## src/rtl/spc_pkg.sv

```systemverilog
package spc_pkg;
   typedef enum logic [1:0] {
      SPC_IDLE  = 2'd0,
      SPC_SEND  = 2'd1,
      SPC_WAIT  = 2'd2,
      SPC_JUDGE = 2'd3
   } spc_state_e;
endpackage

```

## src/rtl/spc_tick_latch.sv

```systemverilog
// Holds one pending millisecond tick until the poll loop consumes it.
module spc_tick_latch (
   input  logic clk,
   input  logic rst_n,
   input  logic clear_i,
   input  logic tick_i,
   input  logic take_i,
   output logic pend_o
);
   logic pend_q;

   always_ff @(posedge clk or negedge rst_n) begin
      if (!rst_n)       pend_q <= 1'b0;
      else if (clear_i) pend_q <= 1'b0;   // stale ticks dropped at start
      else if (tick_i)  pend_q <= 1'b1;   // new tick survives a same-cycle take
      else if (take_i)  pend_q <= 1'b0;
   end

   assign pend_o = pend_q;
endmodule

```

## src/rtl/spc_ms_timer.sv

```systemverilog
// Down-counter of remaining milliseconds; last_o flags the final unit.
module spc_ms_timer #(
   parameter int TIMEOUT_MS = 10,
   localparam int CNT_W     = $clog2(TIMEOUT_MS + 1)
) (
   input  logic clk,
   input  logic rst_n,
   input  logic load_i,
   input  logic dec_i,
   output logic last_o
);
   generate
      if (TIMEOUT_MS == 1) begin : g_single
         // one tick always expires: no storage needed
         assign last_o = 1'b1;
      end else begin : g_count
         localparam logic [CNT_W-1:0] LOAD_V = CNT_W'(TIMEOUT_MS);
         localparam logic [CNT_W-1:0] ONE_V  = CNT_W'(1);
         logic [CNT_W-1:0] cnt_q;

         always_ff @(posedge clk or negedge rst_n) begin
            if (!rst_n)                        cnt_q <= LOAD_V;
            else if (load_i)                   cnt_q <= LOAD_V;
            else if (dec_i && cnt_q != '0)     cnt_q <= cnt_q - ONE_V;
         end

         assign last_o = (cnt_q == ONE_V);
      end
   endgenerate
endmodule

```

## src/rtl/spc_poll_fsm.sv

```systemverilog
// Sequencer: send command, await response, judge, repeat.
module spc_poll_fsm
   import spc_pkg::*;
#(
   parameter int RDY_BIT = 1
) (
   input  logic       clk,
   input  logic       rst_n,
   input  logic       start_i,
   input  logic       tx_ready_i,
   input  logic       rx_valid_i,
   input  logic [7:0] rx_data_i,
   input  logic       pend_i,
   input  logic       last_i,
   output logic       accept_o,
   output logic       take_o,
   output logic       tx_valid_o,
   output logic       done_o,
   output logic       ok_o,
   output logic       timeout_o
);
   spc_state_e st_q, st_d;
   logic fin_ok, fin_to;
   logic done_q, ok_q, to_q;

   assign accept_o = (st_q == SPC_IDLE) && start_i;
   assign take_o   = (st_q == SPC_JUDGE) && pend_i;

   always_comb begin
      st_d   = st_q;
      fin_ok = 1'b0;
      fin_to = 1'b0;
      case (st_q)
         SPC_IDLE:  if (start_i) st_d = SPC_SEND;
         SPC_SEND:  if (tx_ready_i) st_d = SPC_WAIT;
         SPC_WAIT:
            if (rx_valid_i) begin
               if (rx_data_i[RDY_BIT]) begin
                  fin_ok = 1'b1;
                  st_d   = SPC_IDLE;
               end else begin
                  st_d = SPC_JUDGE;
               end
            end
         SPC_JUDGE:
            if (pend_i && last_i) begin
               fin_to = 1'b1;
               st_d   = SPC_IDLE;
            end else begin
               st_d = SPC_SEND;
            end
         default:   st_d = SPC_IDLE;
      endcase
   end

   always_ff @(posedge clk or negedge rst_n) begin
      if (!rst_n) begin
         st_q   <= SPC_IDLE;
         done_q <= 1'b0;
         ok_q   <= 1'b0;
         to_q   <= 1'b0;
      end else begin
         st_q   <= st_d;
         done_q <= fin_ok | fin_to;
         if (accept_o) begin
            ok_q <= 1'b0;
            to_q <= 1'b0;
         end else begin
            if (fin_ok) ok_q <= 1'b1;
            if (fin_to) to_q <= 1'b1;
         end
      end
   end

   assign tx_valid_o = (st_q == SPC_SEND);
   assign done_o     = done_q;
   assign ok_o       = ok_q;
   assign timeout_o  = to_q;
endmodule

```

## src/rtl/stat_poll_ctrl.sv

```systemverilog
// Top: polls a status register until ready or the millisecond budget runs out.
module stat_poll_ctrl #(
   parameter logic [7:0] CMD_OPCODE = 8'h80,
   parameter logic [7:0] REG_INDEX  = 8'h00,
   parameter int         RDY_BIT    = 1,
   parameter int         TIMEOUT_MS = 10
) (
   input  logic       clk,
   input  logic       rst_n,
   input  logic       start_i,
   input  logic       tick_ms_i,
   output logic       tx_valid_o,
   output logic [7:0] tx_data_o,
   input  logic       tx_ready_i,
   input  logic       rx_valid_i,
   input  logic [7:0] rx_data_i,
   output logic       done_o,
   output logic       ok_o,
   output logic       timeout_o
);
   localparam logic [7:0] CMD_BYTE = CMD_OPCODE | REG_INDEX;

   generate
      if (RDY_BIT < 0 || RDY_BIT > 7) begin : g_bad_rdy
         $error("RDY_BIT must select a bit of the response byte");
      end
      if (TIMEOUT_MS < 1) begin : g_bad_to
         $error("TIMEOUT_MS must be at least 1");
      end
   endgenerate

   logic accept, take, pend, last;

   spc_tick_latch u_tick (
      .clk     (clk),
      .rst_n   (rst_n),
      .clear_i (accept),
      .tick_i  (tick_ms_i),
      .take_i  (take),
      .pend_o  (pend)
   );

   spc_ms_timer #(.TIMEOUT_MS(TIMEOUT_MS)) u_timer (
      .clk    (clk),
      .rst_n  (rst_n),
      .load_i (accept),
      .dec_i  (take),
      .last_o (last)
   );

   spc_poll_fsm #(.RDY_BIT(RDY_BIT)) u_fsm (
      .clk        (clk),
      .rst_n      (rst_n),
      .start_i    (start_i),
      .tx_ready_i (tx_ready_i),
      .rx_valid_i (rx_valid_i),
      .rx_data_i  (rx_data_i),
      .pend_i     (pend),
      .last_i     (last),
      .accept_o   (accept),
      .take_o     (take),
      .tx_valid_o (tx_valid_o),
      .done_o     (done_o),
      .ok_o       (ok_o),
      .timeout_o  (timeout_o)
   );

   assign tx_data_o = CMD_BYTE;
endmodule

```

## config.mk

```make
export PLATFORM = sky130hd
export DESIGN_NAME = stat_poll_ctrl
export DESIGN_NICKNAME = d
export VERILOG_FILES = /design/src/rtl/spc_pkg.sv /design/src/rtl/spc_tick_latch.sv /design/src/rtl/spc_ms_timer.sv /design/src/rtl/spc_poll_fsm.sv /design/src/rtl/stat_poll_ctrl.sv
export SDC_FILE = /design/constraint.sdc
export NUM_CORES = 1
export LEC_CHECK = 0
export CAP_MARGIN = 5
export CORE_AREA = 2 2 39 41
export DETAILED_ROUTE_END_ITERATION = 6
export DIE_AREA = 0 0 41 43
export DONT_BUFFER_PORTS = 1
export GPL_ROUTABILITY_DRIVEN = 0
export GPL_TIMING_DRIVEN = 0
export HOLD_SLACK_MARGIN = 0.08
export PLACE_DENSITY = 0.74
export SLEW_MARGIN = 20
export SYNTH_ARGS = -nofsm -noshare
export SYNTH_HDL_FRONTEND = slang
export SYNTH_SLANG_ARGS = --single-unit
```

## constraint.sdc

```tcl
create_clock -name clk -period 1.7 [get_ports clk]
set_clock_uncertainty 0.15 [all_clocks]
set_input_delay 0.085 -clock clk [delete_from_list [all_inputs] [get_ports clk]]
set_output_delay 0.085 -clock clk [all_outputs]
set_load 0.03 [all_outputs]
```

# After elaboration in Yosys (flattened, before gate mapping)
# Cells that the tools add are included.
[totals]
inputBits = 14
reg_bits = 10
word_cells = 46
[classes]
muxes = 20
reduce_logical = 11
n_bitwise = 1
n_eq_ne = 7
add_sub_neg = 1
[op_table]
columns = ["cell", "n"]
rows = [
  ["two-way mux 1 bit", 13],
  ["two-way mux 2 bit", 4],
  ["two-way mux 4 bit", 2],
  ["one-hot mux 2 bit (4 select lines)", 1],
  ["nonzero test 2 bit", 3],
  ["== test 2 bit, second input constant", 2],
  ["== test 4 x 1 -> 1 bit, second input constant", 1],
  ["logical AND 1 bit", 4],
  ["inequality test 2 bit, second input constant", 2],
  ["nonzero test 4 bit", 1],
  ["subtractor 4 x 1 -> 4 bit, second input constant", 1],
  ["AND reduction 3 bit", 1],
  ["nonzero test 3 bit", 1],
  ["== test 2 x 1 -> 1 bit, second input constant", 1],
  ["logical NOT 2 bit", 1],
  ["inequality test 2 x 1 -> 1 bit, second input constant", 1],
  ["bitwise OR 1 bit", 1],
]

# Longest topological paths before layout
# Gate-level depths: netlist (run 1).
[depth]
depth_word = 6
mapped_depth = 5

# Hierarchy
# Synthesis (run 1) repeated with hierarchy kept, for this count alone.
[unflattened]
cells_unflattened = 65
area_unflattened_um2 = 599.3
[modules_own_cells]
columns = ["module", "cells_per_inst", "area_per_inst_um2", "instances"]
rows = [
  ["spc_poll_fsm", 27, 247.7, 1],
  ["spc_ms_timer", 24, 240.2, 1],
  ["stat_poll_ctrl", 10, 67.6, 1],
  ["spc_tick_latch", 4, 43.8, 1],
]

# Worst setup path after synthesis (run 1)
# No wires, ideal clock.
[synth_path]
kind = "flip-flop to flip-flop"
startpoint = "register u_timer.g_count.cnt_q[1]"
endpoint = "register u_timer.g_count.cnt_q[1]"
path_stages_with_launch = 6
n_path_buf = 0
setup_ps = 88
required_time_ps = 1462
t_arrival_ps = 1389
setup_slack_ps = 73
cell_sequence = "dfstp_2 > inv_1 > ha_1 > nor3b_2 > o21a_1 > or3_1"
[synth_between]
elab_chain_cells = 3
[synth_rtl]
columns = ["element", "line_no", "text"]
rows = [
  ["start: declaration", "spc_ms_timer.sv:19", "logic [CNT_W-1:0] cnt_q;"],
  ["start signal: assignment", "spc_ms_timer.sv:24", "else if (dec_i && cnt_q != '0) cnt_q <= cnt_q - ONE_V;"],
  ["subtractor 4 x 1 -> 4 bit / nonzero test 4 bit (equally long branches)", "spc_ms_timer.sv:24", ""],
  ["two-way mux 4 bit / logical AND 1 bit (equally long branches)", "spc_ms_timer.sv:24", ""],
  ["two-way mux 4 bit / nonzero test 2 bit (equally long branches)", "--", ""],
]
# Several ways; a longest one is shown, not always the timed one. The select of a mux whose other input is x is not followed.
# A chain may end at the register's enable or synchronous reset.

# Worst setup path in the final report (run 1)
# Ends and elaborated chain as after synthesis.

==> results of run 1 <==
sequential cells by signal, indices dropped and copies added, names as in the netlist:
signal	cells
u_fsm.done_o	1
u_fsm.ok_o	1
u_fsm.st_q	2
u_fsm.timeout_o	1
u_tick.pend_o	1
u_timer.g_count.cnt_q	4
power by group through the flow:
stage / Sequential, mW / Clock (mW) / Combinational (mW)
after detailed placement: 0.422 / 0 / 0.421
after CTS: 0.420 / 0.219 / 0.482
after global routing: 0.433 / 0.233 / 0.555
after global placement: 0.416 / 0 / 0.409
final: 0.422 / 0.213 / 0.482
after floorplan: 0.402 / 0 / 0.367
area by class of cell:
class                           instances  area, sq um
Buffer                                 10         72.6
Clock buffer                            4         36.3
Fill cell                             127          597
Inverter                                3         11.3
Multi-Input combinational cell         49          307
Sequential cell                        10          253
Tap cell                               16         20.0
Timing Repair Buffer                    9         87.6
worst max-delay path, stage by stage (launching register included):
cell	delay, ns
dfstp_2	0.54
inv_2	0.04
ha_2	0.16
nor3b_4	0.16
o21a_1	0.16
or3_1	0.34
cells by family (layout without fill, tap and decap cells):
logic type / after synthesis / after routing / share of synthesized area [%]
AND/OR/NAND/NOR: 23 / 23 / 22.3
flip-flops: 10 / 10 / 41.3
buffers and inverters: 13 / 26 / 13.7
multiplexers: 3 / 3 / 5.11
other: 2 / 8 / 1.23
AO/OA/AOI/OAI: 13 / 13 / 12.3
adder cells (fa/ha/maj): 2 / 2 / 4.09
what timing repair did:
item | in CTS | in global routing
setup buffers | 1 | 0
endpoints found under the setup margin | 1 | 2
pin swaps | 0 | 1
gates cloned | 0 | 0
hold buffers | 8 | 0
endpoints found under the hold margin | 19 | 0
resized for setup | 1 | 2
cell usage in the layout, fill, tap and decap left out, types with 2 or more instances in the layout:
master	n
buf_4	10
conb_1	8
dlygate4sd3_1	8
dfrtp_1	8
a21oi_1	7
nor2_1	4
nand2_1	4
o21ai_0	3
or3_1	3
clkbuf_4	3
inv_1	2
nor2b_1	2
nor3b_1	2
nand3b_1	2
mux2i_1	2
nor3_1	2
dfstp_2	2
path summary, 6_finish.rpt:
kind                                               start                        to  slack [ns]
worst max-delay path            u_timer.g_count.cnt_q[1]  u_timer.g_count.cnt_q[1]        0.07
worst min-delay path                           tick_ms_i             u_tick.pend_o        0.34
worst max register to register  u_timer.g_count.cnt_q[1]  u_timer.g_count.cnt_q[1]        0.07
worst min register to register  u_timer.g_count.cnt_q[3]  u_timer.g_count.cnt_q[3]        0.40
max in group asynchronous                          rst_n  u_timer.g_count.cnt_q[3]        0.47
min in group asynchronous                          rst_n             u_tick.pend_o        0.59
routing by layer:
layer	track usage (%)	vias up	part of all wire (%)
li1	-	247	-
met1	16.7	205	42
met2	23.8	16	50
met3	3.66	3	5.5
met4	10.0	0	2.4
met5	0	-	0
through the flow:
stage	TNS, ns	hold WS [ns]	setup WS [ns]
2_1_floorplan	0	-0.361	0.0728
4_1_cts	0	0.344	0.00248
5_1_grt	0	0.408	0.00562
3_5_place_dp	-0.0116	-0.360	-0.0116
3_3_place_gp	0	-0.360	0.0281
6_report	0	0.345	0.0652
==> results.md, run 1 <==
- Outcome: finished, final reports clean
- Clock Pin Slew Worst Setup and Hold Paths: 0.07 ns
- VDD IR max: 0.647 mV
- R2R cell count: 5
- Pwr Density: approximately 1400 mW/mm^2
- TritonRoute pass-1 iters: 1
- Primary FF master, synth: dfrtp_1
- Fin cells: approximately 100
- H-tree Lvls: 1
- # rows: 14
- Die W: 41 um
- CP max FO: 5
- Critical path class: reg -> reg
- Clock root cell: clkbuf_4
- FFs w/ async S/R, synth: 100%
- Layout cells sized above 1: about a quarter
- WL final: between 1000 and 1500 um
- Initial drt markers: 0
- Die Height: roughly 43 um
- Top post-synthesis cells by count: 9 x buf_4, 8 x dfrtp_1, 7 x a21oi_1
- Combinational fraction of design power: a little over two fifths
- Cells after Synth: 66
- Hold path depth: 3
- Post-synthesis instance area: between 600 and 700 sq um
- Pleak: ~0.36 nW
- Top cells by area, synth: dfrtp_1 33%, buf_4 11%, dfstp_2 8.6%
- Count leader, synth: buf_4
- Post-synth top area share: approximately a third
- Vias per inst: 4.66
- Final min period: approximately 1.6 ns
- CTS Buf Count: 3
- Clock sinks: 10
- Initial antenna violation count: 0
- Number of distinct library cells after synthesis: 25
- Max Freq: ~610 MHz
- Final core occ: a little under three fifths
- RSZ-0062 raised after global routing: false
- Clk network pwr share: 19.1%
- Buffers on Ports: 0
- Final net count: roughly 100
- Layout area overhead: 28.6%
- GRT Total Usage: approximately 15%
- DP HPWL: about 800 um
- Worst Path Arrival: ~1.7 ns
- Synth Register Bits: 10
- Flop pwr share: a little under two fifths
- Worst setup EP type: register
- Cell taking the most area after synthesis: dfrtp_1
- Floorplan die area: about 0.0018 sq mm
- Pins Over Slew Limit: 0
- Initial core utilization: about 44%
- WL/cell: between 10 and 15 um
- Post-DP Area: between 600 and 700 sq um
- DRC: 0
- Deepest clock path buffer count: 2
- EDFF count, synth: 0
- Via count: between 400 and 500
- Vias in the first global route: ~460
- Largest net degree at the start of global routing: 11
- Max cap viols: 0
- Clock Latency Late Sink: about 0.27 ns
- Global-route wire length before repair: approximately 1700 um
- Hold Crit Class: in -> reg
- Top-level port count: 26
- Internal: between 600 and 700 uW
- Hold Violations, Final: 0
- Yosys warning total: 0
- Mean Syn Cell Area: between 9 and 10 sq um
- Number of setup violations in the final report: 0
- Switch share: 38.7%
- Remaining Overflow, GRT: 0
- Slew margin rel.: 61.7%
- Tot Pwr: 1.12 mW
- Core Region: roughly 0.0014 sq mm
- Routed Antenna Nets: 0
- Diode count: 0
- Post-route clock period utilization: between 90% and 100%
- Worst-Margin Slew: 0.573 ns
- Final Cell Area: ~800 sq um
- CTS tree: yes
- Dpl cells: 88
- Psw: between 400 and 500 uW
- Worst Setup Start Kind: register
- WP data required: around 1.7 ns
- Register area share after synthesis: between 40% and 50%
Note: power is estimated with default switching activity, not from simulation.
==> inputs of run 2 (changes only) <==
Settings changed: ABC_AREA set to 1.
==> results.md, run 2 <==
- RSZ-0062 raised after global routing: false
- Primary FF master, synth: dfrtp_1
- Diode count: 0
- CP max FO: 5
- Yosys warning total: 0
- Mean Syn Cell Area: a little over 7 sq um
- Clock root cell: clkbuf_4
- Via count: 543
- Core Region: approximately 0.0014 sq mm
- Post-synthesis instance area: around 620 sq um
- Top layer in use: met4
- Outcome: finished, final reports clean
- Initial core utilization: between 40% and 50%
- Layout area overhead: 25.7%
- Post-route clock period utilization: just under 90%
- Worst Setup Start Kind: register
- Critical path class: reg -> reg
- CTS Buf Count: 3
- Slowest-stage cell, CP: dlygate4sd3_1
- Global-route wire length before repair: between 1500 and 2000 um
- Commonest non-fill, non-tap cells in the layout: 24 x nand2_1, 13 x inv_1, 10 x nor2_1
- Number of gates resized after cts: 0
- Top cells by area, synth: dfrtp_1 32%, nand2_1 15%, buf_4 9.7%
- Vias per inst: between 4 and 5
- EDFF count, synth: 0
- Critical path cell sequence: inv_1 -> nand4_1 -> dlygate4sd3_1 -> nand2_1
- Worst Path Arrival: between 1.5 and 2 ns
- Max Freq: approximately 680 MHz
- Post-synth top area share: 32.4%
- Initial antenna violation count: 0
- Number of setup violations in the final report: 0
- Commonest non-fill, non-tap cell in the layout: nand2_1
- FFs w/ async S/R, synth: 100%
- Final min period: between 1 and 1.5 ns
- CP delay by family, top: buffers and inverters
- Top-level port count: 26
- Layout cells sized above 1: between 10% and 20%
- Buffers on Ports: 0
- Routed Antenna Nets: 0
- Pleak: 0.446 nW
- Register area share after synthesis: between 40 and 50%
- Wire length on met2: 628 um
- Cells after Synth: 87
- Floorplan die area: roughly 0.0018 sq mm
- Remaining Overflow, GRT: 0
- Cell taking the most area after synthesis: dfrtp_1
- Top post-synthesis cells by count: 24 x nand2_1, 13 x inv_1, 10 x nor2_1
- Clock Pin Slew Worst Setup and Hold Paths: ~0.07 ns
- Final net count: between 100 and 150
- Max reg flops: 4
- Largest net degree at the start of global routing: 11
- DRC: 0
- Initial drt markers: 5
- WL/cell: between 9 and 10 um
- Final core occ: between 50% and 60%
- VDD IR max: 0.714 mV
- DP HPWL: 816 um
- Hold Crit Class: in -> reg
- TritonRoute pass-1 iters: 2
- Worst setup EP type: register
- Largest reg by FF count: u_timer.g_count.cnt_q
- GRT Total Usage: approximately 16%
- Count leader, synth: nand2_1
- Max cap viols: 0
- Vias in the first global route: between 500 and 600
- Met3 wire length: between 30 and 40 um
- Pwr Density: between 1500 and 2000 mW/mm^2
- Die Height: 43 um
- CTS tree: yes
- Pins Over Slew Limit: 0
- WL met1: about 500 um
- Clock sinks: 10
- Setup TNS: 0 ns
- WL final: between 1000 and 1500 um
- WP data required: about 1.8 ns
- Number of distinct library cells after synthesis: 14
- Slowest stage delay, CP: 0.60 ns
- CP bufs+invs: 2
- Die W: 41 um
- # rows: 14
- Clock Latency Late Sink: between 0.2 and 0.3 ns
- Post-CTS setup buffers: 0
- H-tree Lvls: 1
- Deepest clock path buffer count: 2
- Filler Cell Count: 137
- Synth Register Bits: 10
- Hold Violations, Final: 0
- Largest regs: u_timer.g_count.cnt_q (4), u_fsm.st_q (2)
[run 2: changes by cell type after synthesis, sizes merged, moves of 3 or more]
cell / previous run / this run
nand2: 4 / 27
inv: 3 / 13
nor2: 4 / 11
a21oi: 7 / 2
nand3: 1 / 5
nor3b: 3 / 0
o21ai: 3 / 6
or3: 3 / 0
[run 2: cell families (layout without fill, tap and decap cells)]
| group | after synthesis | after routing | share of synthesized area [%] |
|---|---|---|---|
| AO/OA/AOI/OAI | 8 | 8 | 6.48 |
| adder cells (fa/ha/maj) | 2 | 2 | 4.05 |
| buffers and inverters | 21 | 33 | 17.6 |
| flip-flops | 10 | 10 | 40.9 |
| other | 2 | 8 | 1.22 |
| AND/OR/NAND/NOR | 44 | 44 | 29.8 |
[run 2: stage by stage]
| stage | power (mW) | std cells | area [sq um] | hold WS (ns) | setup slack [ns] |
|---|---|---|---|---|---|
| global route | 1.41 | 121 | 777 | 0.404 | 0.152 |
| finish | 1.29 | 121 | 777 | 0.343 | 0.231 |
| global placement | 1.02 | 109 | 661 | -0.360 | 0.325 |
| CTS | 1.29 | 121 | 777 | 0.338 | 0.255 |
| detailed placement | 1.04 | 109 | 661 | -0.360 | 0.291 |
| floorplan | 0.948 | 93 | 641 | -0.361 | 0.386 |
[run 2: where the power goes]
part	internal [mW]	total (mW)	switching, mW
combinational	0.208	0.579	0.371
clock	0.130	0.224	0.0934
sequential	0.359	0.485	0.126
[run 2: what timing repair did]
item	CTS	global route
hold buffers	8	0
endpoints found under the hold margin	20	0
endpoints found under the setup margin	0	0
[run 2: routing by layer]
layer	global-route usage, %	up-vias
met5	0	-
met4	8.00	0
met3	3.14	2
met2	28.1	10
met1	16.6	245
li1	-	286
[run 2: cell type report]
type                       count  area (sq um)  area share (%)
clock buffer                   4          36.3            4.67
inverter                      13          48.8            6.28
timing repair buffer           8          80.1            10.3
sequential                    10           253            32.5
buffer                         8          60.1            7.73
tap                           16          20.0            2.58
multi-input combinational     62           279            35.9
[run 2: final timing paths]
kind / startpoint / to / slack, ns / depth (start not counted)
setup / recovery: u_fsm.st_q[0] / u_fsm.done_o / 0.23 / 4
hold / removal: tick_ms_i / u_tick.pend_o / 0.34 / 3
setup reg to reg: u_fsm.st_q[0] / u_fsm.done_o / 0.23 / 4
hold reg to reg: u_timer.g_count.cnt_q[3] / u_timer.g_count.cnt_q[3] / 0.36 / 2
max in group asynchronous: rst_n / u_timer.g_count.cnt_q[3] / 0.47 / 2
min in group asynchronous: rst_n / u_timer.g_count.cnt_q[2] / 0.58 / 2
[run 2: tightest hold or removal path, stage by stage]
cell,delay [ns]
dlygate4sd3_1,0.52
o21ai_0,0.08
inv_1,0.05
==> inputs of run 3 (changes only) <==
Settings changed: CELL_PAD_IN_SITES_DETAIL_PLACEMENT set to 2, CELL_PAD_IN_SITES_GLOBAL_PLACEMENT set to 2, CORE_AREA 2 2 39 41 to unset, CORE_MARGIN set to 1.5, CORE_UTILIZATION set to 27, DIE_AREA 0 0 41 43 to unset, PLACE_DENSITY 0.74 to 0.8.
==> results.md, run 3 (synthesized netlist as in run 2, its figures left out) <==
- Outcome: finished, final reports clean
- Layout area overhead: 28.1%
- Reg2reg end: u_fsm.ok_o
- Fin cells: ~130
- Hold Crit Start: tick_ms_i
- Deepest clock path buffer count: 2
- VDD IR max: ~0.56 mV
- Largest reg by FF count: u_timer.g_count.cnt_q
- Largest net degree at the start of global routing: 11
- Hold path depth: 3
- Pwr Density: about 1700 mW/mm^2
- Commonest non-fill, non-tap cell in the layout: nand2_1
- Largest regs: u_timer.g_count.cnt_q (4), u_fsm.st_q (2)
- Worst Path Arrival: roughly 1.5 ns
- Remaining Overflow, GRT: 0
- Hold Path Sink: u_tick.pend_o
- Global-route wire length before repair: ~2800 um
- Buffers on Ports: 0
- Final min period: between 1 and 1.5 ns
- DP HPWL: between 1000 and 1500 um
- H-tree Lvls: 1
- Worst setup EP type: register
- Internal: a little under 700 uW
- Max reg flops: 4
- Clock sinks: 10
- Initial antenna violation count: 0
- Clock Pin Slew Worst Setup and Hold Paths: around 0.070 ns
- WL final: around 1600 um
- Diode count: 0
- Initial core utilization: around 28%
- DRC: 0
- RSZ-0062 raised after global routing: false
- CP max FO: 5
- Hold Crit Class: in -> reg
- Clock Latency Late Sink: between 0.2 and 0.3 ns
- Clock root cell: clkbuf_4
- Number of gates resized after cts: 0
- WP data required: ~1.8 ns
- R2R cell count: 4
- Vias per inst: 4.26
- Reg2reg setup slack: 0.24 ns
- Layout cells sized above 1: around 17%
- Reg2reg start: u_fsm.st_q[0]
- Worst Setup Start Kind: register
- Final net count: about 120
- Initial drt markers: 1
- Max Freq: roughly 690 MHz
- Core Region: 0.00219 sq mm
- Via count: ~570
- Flop pwr share: between 30% and 40%
- Psw: ~630 uW
- Setup TNS: 0 ns
- Combinational fraction of design power: between 40% and 50%
- Top-level port count: 26
- Post-route clock period utilization: 85.7%
- Pins Over Slew Limit: 0
- Number of setup violations in the final report: 0
- Routed Antenna Nets: 0
- Vias in the first global route: roughly 640
- Hold Violations, Final: 0
- Critical path class: reg -> reg
- TritonRoute pass-1 iters: 3
- Post-DP Area: around 680 sq um
- Max cap viols: 0
- Die W: 50.8 um
- WL/cell: roughly 12 um
- Switch share: between 40 and 50%
- CTS Buf Count: 3
- Pleak: approximately 0.45 nW
- # rows: 17
- CTS tree: yes
- Floorplan die area: roughly 0.0026 sq mm
- Clk network pwr share: approximately 17%
- Die Height: just over 50 um
- Commonest non-fill, non-tap cells in the layout: 24 x nand2_1, 13 x inv_1, 10 x nor2_1
- GRT Total Usage: about 15%
- Final Cell Area: between 700 and 800 sq um
- Dpl cells: about 120
## run 3: cell counts in the layout (fill, tap and decap cells not counted)
No cell type changed its count.
## run 3: cell type report
cell class	instances	area, sq um
plain buffers	8	60.1
clock buffers	4	36.3
fillers	271	1400
inverters	13	48.8
multi-input cells	62	279
flip-flops and latches	10	253
well taps	28	35.0
repair buffers	8	80.1
## run 3: power by group through the flow
stage / clock network, mW / logic [mW] / registers (mW)
3_5_place_dp: 0 / 0.593 / 0.501
4_1_cts: 0.233 / 0.622 / 0.496
3_3_place_gp: 0 / 0.547 / 0.494
5_1_grt: 0.241 / 0.728 / 0.513
6_report: 0.225 / 0.608 / 0.492
2_1_floorplan: 0 / 0.480 / 0.468
## run 3: how the worst max path moves through the flow
stage,from,endpoint,slack [ns],cells after the start
final,u_fsm.st_q[0],u_fsm.ok_o,0.24,4
after CTS,u_timer.g_count.cnt_q[0],u_timer.g_count.cnt_q[2],0.22,7
after detailed placement,u_timer.g_count.cnt_q[0],u_timer.g_count.cnt_q[2],0.24,7
after global routing,u_timer.g_count.cnt_q[0],u_timer.g_count.cnt_q[2],0.10,7
after global placement,u_timer.g_count.cnt_q[1],u_timer.g_count.cnt_q[2],0.30,6
after floorplan,u_timer.g_count.cnt_q[1],u_timer.g_count.cnt_q[2],0.39,6
## run 3: worst max-delay path: stages, from the launching register on
cell and delay (ns):
dfrtp_1 0.42, inv_1 0.09, nand4_1 0.07, dlygate4sd3_1 0.58, nand2_1 0.08
## run 3: metrics by stage
step	utilization (%)	hold WS, ns	power [mW]	setup WS, ns
final	36.2	0.343	1.32	0.243
after global routing	36.2	0.376	1.48	0.102
after CTS	36.2	0.337	1.35	0.223
after detailed placement	30.8	-0.360	1.09	0.239
after global placement	30.8	-0.360	1.04	0.299
after floorplan	-	-0.361	0.948	0.386
## run 3: timing repair
action | in CTS | in global routing
buffers inserted | 0 | 0
endpoints found under the hold margin | 20 | 0
hold buffers | 8 | 0
## run 3: per-layer routing
metal / global-route usage (%) / vias up / wire length, um
met3: 4.39 / 2 / 52
met2: 27.9 / 9 / 884
li1: - / 283 / -
met5: 0 / - / 0
met1: 15.7 / 272 / 625
met4: 5.41 / 0 / 11
